--- src/rtl/muldiv_regs.sv ---
module muldiv_regs (
  input  logic       clk,
  input  logic       rst_n,
  input  logic       wr_en,
  input  logic       rd_en,
  input  logic [3:0] addr,
  input  logic [7:0] wdata,
  output logic [7:0] rdata
);
  localparam int DW = 32;
  localparam int HW = DW / 2;
  localparam int CW = $clog2(DW) + 1;
  localparam logic [3:0] A_MPY_HI = 4'h5;
  localparam logic [3:0] A_DVS_HI = 4'h7;
  localparam logic [3:0] A_CTRL   = 4'hE;
  localparam logic [3:0] A_STAT   = 4'hF;

  typedef enum logic [2:0] {S_IDLE, S_MUL, S_DLD, S_DIV, S_FIN} state_t;

  state_t        state;
  logic [DW-1:0] dvd, res, quo;
  logic [HW-1:0] mpy, dvs, rem, acc, dmag;
  logic [7:0]    ctrl;
  logic          done, neg_q, neg_r;
  logic [CW-1:0] cnt;
  logic          busy;

  wire sgn = ctrl[0];
  wire [DW-1:0] prod = sgn ? ({{HW{dvd[HW-1]}}, dvd[HW-1:0]} * {{HW{mpy[HW-1]}}, mpy})
                           : ({{HW{1'b0}}, dvd[HW-1:0]} * {{HW{1'b0}}, mpy});
  wire [HW:0]   shifted = {acc, quo[DW-1]};
  wire [HW:0]   diff    = shifted - {1'b0, dmag};
  wire          ge      = ~diff[HW];

  assign busy = (state != S_IDLE);

  always_ff @(posedge clk or negedge rst_n) begin
    if (!rst_n) begin
      state <= S_IDLE;
      dvd <= '0; mpy <= '0; dvs <= '0; res <= '0; rem <= '0;
      ctrl <= '0; done <= 1'b0; quo <= '0; acc <= '0; dmag <= '0;
      neg_q <= 1'b0; neg_r <= 1'b0; cnt <= '0;
    end else begin
      if (rd_en && addr == A_STAT) done <= 1'b0;
      case (state)
        S_MUL: begin
          res <= prod; done <= 1'b1; state <= S_IDLE;
        end
        S_DLD: begin
          if (dvs == '0) begin
            res <= '0; rem <= dvd[HW-1:0]; done <= 1'b1; state <= S_IDLE;
          end else begin
            neg_q <= sgn & (dvd[DW-1] ^ dvs[HW-1]);
            neg_r <= sgn & dvd[DW-1];
            quo   <= (sgn & dvd[DW-1]) ? -dvd : dvd;
            dmag  <= (sgn & dvs[HW-1]) ? -dvs : dvs;
            acc   <= '0;
            cnt   <= CW'(DW);
            state <= S_DIV;
          end
        end
        S_DIV: begin
          acc <= ge ? diff[HW-1:0] : shifted[HW-1:0];
          quo <= {quo[DW-2:0], ge};
          cnt <= cnt - 1'b1;
          if (cnt == CW'(1)) state <= S_FIN;
        end
        S_FIN: begin
          res <= neg_q ? -quo : quo;
          rem <= neg_r ? -acc : acc;
          done <= 1'b1;
          state <= S_IDLE;
        end
        default: state <= S_IDLE;
      endcase
      if (wr_en) begin
        case (addr)
          4'h0: dvd[7:0]   <= wdata;
          4'h1: dvd[15:8]  <= wdata;
          4'h2: dvd[23:16] <= wdata;
          4'h3: dvd[31:24] <= wdata;
          4'h4: mpy[7:0]   <= wdata;
          A_MPY_HI: begin
            mpy[15:8] <= wdata; state <= S_MUL; done <= 1'b0;
          end
          4'h6: dvs[7:0]   <= wdata;
          A_DVS_HI: begin
            dvs[15:8] <= wdata; state <= S_DLD; done <= 1'b0;
          end
          A_CTRL: begin
            dvd <= '0; mpy <= '0; dvs <= '0; res <= '0; rem <= '0;
            ctrl <= wdata; done <= 1'b0; state <= S_IDLE;
          end
          default: ;
        endcase
      end
    end
  end

  always_comb begin
    case (addr)
      4'h0: rdata = dvd[7:0];
      4'h1: rdata = dvd[15:8];
      4'h2: rdata = dvd[23:16];
      4'h3: rdata = dvd[31:24];
      4'h4: rdata = mpy[7:0];
      4'h5: rdata = mpy[15:8];
      4'h6: rdata = dvs[7:0];
      4'h7: rdata = dvs[15:8];
      4'h8: rdata = res[7:0];
      4'h9: rdata = res[15:8];
      4'hA: rdata = res[23:16];
      4'hB: rdata = res[31:24];
      4'hC: rdata = rem[7:0];
      4'hD: rdata = rem[15:8];
      4'hE: rdata = ctrl;
      default: rdata = done ? 8'h80 : 8'h00;
    endcase
  end
endmodule


--- config.mk ---
export PLATFORM = sky130hd
export DESIGN_NAME = muldiv_regs
export DESIGN_NICKNAME = d
export VERILOG_FILES = /design/src/rtl/muldiv_regs.sv
export SDC_FILE = /design/constraint.sdc
export NUM_CORES = 2
export LEC_CHECK = 0
export BUFFER_PORTS_ARGS = -buffer_cell sky130_fd_sc_hd__buf_2
export CORE_MARGIN = 8
export CORE_UTILIZATION = 57
export DETAILED_ROUTE_END_ITERATION = 10
export MAX_ROUTING_LAYER = met4
export PLACE_DENSITY_LB_ADDON = 0.12
export SKIP_CTS_REPAIR_TIMING = 1
export SYNTH_ARGS = -nofsm -noshare
export SYNTH_HDL_FRONTEND = slang
export SYNTH_SLANG_ARGS = --single-unit
export TNS_END_PERCENT = 30
--- constraint.sdc ---
create_clock -name clk -period 21.7 [get_ports clk]
set_input_delay 2.17 -clock clk [delete_from_list [all_inputs] [get_ports clk]]
set_output_delay 2.17 -clock clk [all_outputs]
set_load 0.01 [all_outputs]
# After elaboration in Yosys (flattened, before gate mapping)
# Cells that the tools add are included.
[word_totals] mem_bits_ro=0 latchBits=0 word_cells=119 memories=0 ff_bits=196 output_inout_bits=8 input_bits=16 ram_bits=0
[op_classes] n_mul=2 bitwise_logic=6 n_reduce_logical=25 n_addsub=6 n_eq_ne=21 order_cmp=0 shift=0 div_mod_pow=0 muxes=40
[op_table] operator="$mux 32" count=7
[op_table] operator="$pmux 8 s2" count=8
[op_table] operator="$pmux 8 s15" count=1
[op_table] operator="$mux 16" count=7
[op_table] operator="$pmux 32 s3" count=1
[op_table] operator="$mul 16x16->32" count=2
[op_table] operator="$neg 32->32" count=2
[op_table] operator="$pmux 16 s2" count=2
[op_table] operator="$pmux 32 s2" count=1
[op_table] operator="$eq 4x4->1 const B" count=8
[op_table] operator="$neg 16->16" count=2
[op_table] operator="$reduce_and 2->1" count=11
[op_table] operator="$reduce_bool 2->1" count=9
[op_table] operator="$sub 17x16->17" count=1
[op_table] operator="$eq 4x3->1 const B" count=4
[op_table] operator="$logic_not 16->1" count=1
[op_table] operator="$pmux 6 s2" count=1
[op_table] operator="$pmux 3 s3" count=1
[op_table] operator="$eq 4x2->1 const B" count=2
[op_table] operator="$mux 8" count=1
[op_table] operator="$eq 3x2->1 const B" count=2
[op_table] operator="$eq 6x1->1 const B" count=1
[op_table] operator="$mux 3" count=2
[op_table] operator="$mux 6" count=1
[op_table] operator="16 further kinds" count=22

# Depth between registers and ports, before layout
[depth] word_depth=7 ltp_mapped=27 depth_no_buf=25

# Least setup slack after synthesis
# Ideal clock, no wire load.
[synth_path] path_type="reg-to-reg" startpoint="register dvd[15]" endpoint="register res[31]" path_buffers=3 synth_period_minus_slack_ns=6.850 stages_incl_launch_ff=25 setup_slack_ns=14.850 arrival_ns=6.763 required_ns=21.613 setup_ns=0.087 path_cell_list="dfrtp_1 clkbuf_1 clkbuf_1 nand2_1 inv_1 fa_1 fa_1 fa_1 fa_1 fa_1 inv_1 fa_1 inv_1 ha_1 clkbuf_1 a21o_1 a21o_1 a21oi_1 o211ai_1 o21bai_1 o31ai_1 o21ai_0 a2111oi_0 a41oi_1 o211ai_1"
[synth_via] elab_chain_cells=5 word_cells_on_any_way=6 classes_between="mul (2); mux (4)"
[synth_lines] item="start: declaration" line="21" rtl="logic [DW-1:0] dvd, res, quo;"
[synth_lines] item="start signal: assignment" line="79" rtl="4'h1: dvd[15:8] <= wdata;"
[synth_lines] item="$mul 16x16->32, on equally long branches" line="30, 29"
[synth_lines] item="$mux 32 (*)" line="29" rtl="wire [DW-1:0] prod = sgn ? ({{HW{dvd[HW-1]}}, dvd[HW-1:0]} * {{HW{mpy[HW-1]}}, mpy})"
[synth_lines] item="$pmux 32 s3 (*)" line="45" rtl="case (state)"
[synth_lines] item="$mux 32" line="77" rtl="case (addr)"
[synth_lines] item="$mux 32 (*)" line="76" rtl="if (wr_en) begin"
[synth_lines] item="end signal: assignment" line="69" rtl="res <= neg_q ? -quo : quo;"
[synth_lines] item="end: declaration" line="21"
# Mark *: on every way between the ends. The rest lies on a longest branch, timed or not.
# A chain may end at the register's enable or synchronous reset.

# Worst setup path after layout
[layout_path] startpoint="register mpy[15]" endpoint="register res[31]"
[layout_via] elab_chain_cells=5 word_cells_on_any_way=6 classes_between="mul (2); mux (4)"
[layout_lines] item="start: declaration" line="22" rtl="logic [HW-1:0] mpy, dvs, rem, acc, dmag;"
[layout_lines] item="start signal: assignment" line="40" rtl="dvd <= '0; mpy <= '0; dvs <= '0; res <= '0; rem <= '0;"
[layout_lines] item="start signal: assignment" line="84" rtl="mpy[15:8] <= wdata; state <= S_MUL; done <= 1'b0;"
[layout_lines] item="start signal: assignment" line="91" rtl="dvd <= '0; mpy <= '0; dvs <= '0; res <= '0; rem <= '0;"
[layout_lines] item="$mul 16x16->32, on equally long branches" line="30, 29"
[layout_lines] item="$mux 32 (*)" line="29"
[layout_lines] item="$pmux 32 s3 (*)" line="45"
[layout_lines] item="$mux 32" line="77"
[layout_lines] item="$mux 32 (*)" line="76"
# Marks and branches as above.

==> summary.md <==
The count of cells in the finished layout, fillers not included, comes to 3522. The number of placed instances, taps included, is 3488. The tools report the total track usage as 30.71%. The worst setup path is launched from a flop. The most used flip-flop cell after synthesis was sky130_fd_sc_hd__dfrtp_1.

The post-synthesis average cell area came out at 8.868 sq um. The async set-reset flop share out of synthesis was 100.0%. After detailed routing, the number of remaining DRC violations is 0. Setup violations remaining at the end of the flow were counted as 0. For the maximum root-to-sink buffer count, the log shows 2. The peak per-stage delay on the critical path is 0.92 ns. Along the worst path, the maximum fanout reaches 18.

The slowest stage of the critical path belongs to the cell sky130_fd_sc_hd__clkinv_1. For the worst setup path, the data required time is 22.08 ns. Data on the critical path arrives at its endpoint at 8.23 ns. The port buffer count is 23, and the cell row count is 78. After layout, the minimum clock period comes to 7.853 ns. The critical path goes through clkinv_1 -> nor2_1 -> fa_1 -> inv_1 -> fa_1 -> fa_1 -> inv_1 -> fa_1 -> fa_1 -> inv_1 -> fa_1 -> inv_1 -> ha_1 -> a21o_1 -> a21o_1 -> a21oi_1 -> o211ai_1 -> o21bai_1 -> o31ai_1 -> o21ai_0 -> a2111oi_0 -> a41oi_1 -> o211ai_1. The run gives 4011 as the filler cell count in the final layout. TritonCTS built the clock tree. Among the stages of the critical path, the cell type that occurs most often is sky130_fd_sc_hd__fa_1. Cells with a size suffix above 1 make up 4.418% of the layout. For this block, the routed nets add up to 78450 um of wire. The worst hold path belongs to the class flop to flop. TritonCTS created 17 clock buffers.

The wire length per cell was 22.28 um; the max-cap violation count was 0. Most repeated cell in the gate-level netlist after synthesis: sky130_fd_sc_hd__inv_1. The cell accounting for the most synthesized area was sky130_fd_sc_hd__fa_1. In this run the tightest slew margin relative to its limit is 19.27%. The clock-pin transition on the worst setup and hold timing paths came out at 0.08 ns.

The fraction of post-synthesis cell area in the top cell type by area was 27.88%; the placed wire-length estimate after detailed placement was 60250 um. The initial antenna violation count was 3; the final hold violation count was 0. Before antenna repair, the detailed router went through 8 iterations.

The worst path uses 36.19% of the clock period. Together, buffers and inverters on the worst path number 5. At the pin with the least slew margin, the transition time is 1.211 ns. Insertion delay to the later sink of the worst-skew pair: 0.46 ns.

The clock drives 196 sinks. The number of synthesized flops with an enable pin works out to 0. The starting density of the core came out at 57.95%. The flow ran to the end, and the final reports show no timing, DRC or antenna violations. The layout net count was 3464; the number of primary I/O pins was 24. The via count of the first global-routing pass was 22080; the gate count of the mapped netlist was 2972. The width of the die was 231.0 um; the cell leakage power was 13.54 nW. After synthesis, flip-flops and latches occupy 18.61% of the total area. The tree is rooted in a sky130_fd_sc_hd__clkbuf_16. The count of H-tree levels built during CTS is 4, and the area growth from synthesis to layout is 4.795%.

The completed layout was analyzed and its total power is 2.904 mW. The aggregate global routing overflow is 0. Across the VDD grid, the largest voltage drop is 0.0001136 V.

The routed layout has 21410 vias. After routing, the total negative slack on setup checks comes to 0 ns. The floorplan step defined a die boundary enclosing 0.05337 sq mm. The count of state elements after synthesis was 196.

The netlist uses 72 different library cells. Setup repair after global routing left no endpoint under its margin. For this run, the top clock speed supported by timing is 127.3 MHz. Entering global routing, the biggest net connects 86 pins. Number of warning messages in the yosys log: 0. Sorting the synthesized cells by how often they occur yields sky130_fd_sc_hd__inv_1 (514), sky130_fd_sc_hd__fa_1 (367), sky130_fd_sc_hd__nand2_1 (327). The cell family with the largest share of critical-path delay was adder cells. The cell area after synthesis is 0.02636 sq mm, and the ratio of total power to cell area is 105.2 mW/mm^2. From bottom edge to top edge, the die measures 231.0 um. The core region is 0.04548 sq mm.

The critical path in this run is classified as flop to flop. The number of violations reported at the end of detailed-routing iteration 0 was 1954; the number of nets still failing antenna checks after routing was 0. The first global-routing pass estimated 124600 um of wire.

The congestion estimate from routability-driven global placement came to 0.9787. The tools report the final count of pins violating max slew as 0. Using the TritonRoute via totals, the vias-per-cell ratio works out to 6.079. The setup skew after layout was 0.01401 ns. The tools report the capturing element type of the critical path as a flop. Yosys attributes the largest share of cell area to sky130_fd_sc_hd__fa_1 (28%), sky130_fd_sc_hd__dfrtp_1 (19%), sky130_fd_sc_hd__ha_1 (8.3%), sky130_fd_sc_hd__inv_1 (7.3%), sky130_fd_sc_hd__nand2_1 (4.7%). Counting every net in the synthesized netlist gives 3529.
==> cell usage in the layout, fill, tap and decap left out, types with 14 or more instances in the layout <==
master and instances:
sky130_fd_sc_hd__o21bai_1 15, sky130_fd_sc_hd__nand2_1 326, sky130_fd_sc_hd__a21oi_1 91, sky130_fd_sc_hd__and2_1 131, sky130_fd_sc_hd__nand2b_1 17, sky130_fd_sc_hd__clkbuf_16 17, sky130_fd_sc_hd__xor2_1 55, sky130_fd_sc_hd__nor3_1 25
sky130_fd_sc_hd__a221oi_1 25, sky130_fd_sc_hd__a31oi_1 23, sky130_fd_sc_hd__buf_4 45, sky130_fd_sc_hd__mux2i_1 40, sky130_fd_sc_hd__ha_1 174, sky130_fd_sc_hd__a22o_1 30, sky130_fd_sc_hd__nor2_1 145, sky130_fd_sc_hd__nand3_1 46
sky130_fd_sc_hd__or3_1 14, sky130_fd_sc_hd__fa_1 367, sky130_fd_sc_hd__a21o_1 20, sky130_fd_sc_hd__a22oi_1 47, sky130_fd_sc_hd__a222oi_1 17, sky130_fd_sc_hd__inv_1 514, sky130_fd_sc_hd__nor4_1 14, sky130_fd_sc_hd__o21ai_0 173
sky130_fd_sc_hd__a211oi_1 14, sky130_fd_sc_hd__buf_2 22, sky130_fd_sc_hd__o31ai_1 25, sky130_fd_sc_hd__xnor2_1 103, sky130_fd_sc_hd__nor2b_1 25, sky130_fd_sc_hd__dfrtp_1 196
==> stage by stage <==
| step | instance area (sq um) | util, % | hold WS, ns | setup slack, ns |
|---|---|---|---|---|
| finish | 27620 | 60.73 | 0.4717 | 13.85 |
| global route | 27620 | 60.73 | 0.4869 | 13.41 |
| CTS | 27610 | 60.72 | 0.4751 | 13.94 |
| detailed placement | 27000 | 59.38 | 0.4664 | 13.97 |
| global placement | 27000 | 59.38 | 0.4546 | 14.13 |
| floorplan | 26360 | - | 0.4369 | 14.85 |
==> sequential cells by signal, summed over array words and instances, names as in the netlist, 8 cells and up <==
register	flops
acc	16
ctrl	8
dmag	16
dvd	32
dvs	16
mpy	16
quo	32
rem	16
res	32
==> final cells by class <==
cell class,instances,area (sq um),share of cell area [%]
clock buffer,17,425.4,1.540
timing repair buffer,68,461.7,1.672
clock inverter,15,183.9,0.6659
sequential,196,4905,17.76
tap,600,750.7,2.718
multi-input combinational,2109,18950,68.63
inverter,515,1933,6.999
antenna,2,5.005,0.01812
==> power by group <==
group | leakage [nW] | internal (mW) | switching, mW | total, mW
Sequential | 2.59 | 0.470 | 0.177 | 0.647
Clock | 0.295 | 0.176 | 0.161 | 0.336
Combinational | 10.7 | 0.779 | 1.14 | 1.92
==> metal layers <==
| metal | vias to the layer above | GRT usage, % | share of wire [%] |
|---|---|---|---|
| met3 | 186 | 6.120 | 8.1 |
| met2 | 873 | 48.26 | 47 |
| li1 | 9559 | - | - |
| met4 | 0 | 10.67 | 3.8 |
| met5 | - | - | 0 |
| met1 | 10790 | 39.58 | 41 |
==> cells by family after synthesis <==
| logic type | Yosys count | synth area share (%) |
|---|---|---|
| AND/OR/NAND/NOR | 795 | 14.26 |
| buffers and inverters | 667 | 9.504 |
| flip-flops | 196 | 18.61 |
| AO/OA/AOI/OAI | 568 | 14.42 |
| multiplexers | 47 | 1.818 |
| adder cells (fa/ha/maj) | 541 | 36.14 |
| XOR/XNOR | 158 | 5.251 |
==> final timing paths <==
kind,startpoint,end,slack (ns),cells after the start
max,mpy[15],res[31],13.85,23
min,cnt[5],cnt[5],0.47,1
max reg2reg,mpy[15],res[31],13.85,23
min reg2reg,cnt[5],cnt[5],0.47,1
max in group asynchronous,rst_n,mpy[7],18.60,2
min in group asynchronous,rst_n,acc[3],1.75,1
No activity file was read; power rests on OpenSTA's default activity.
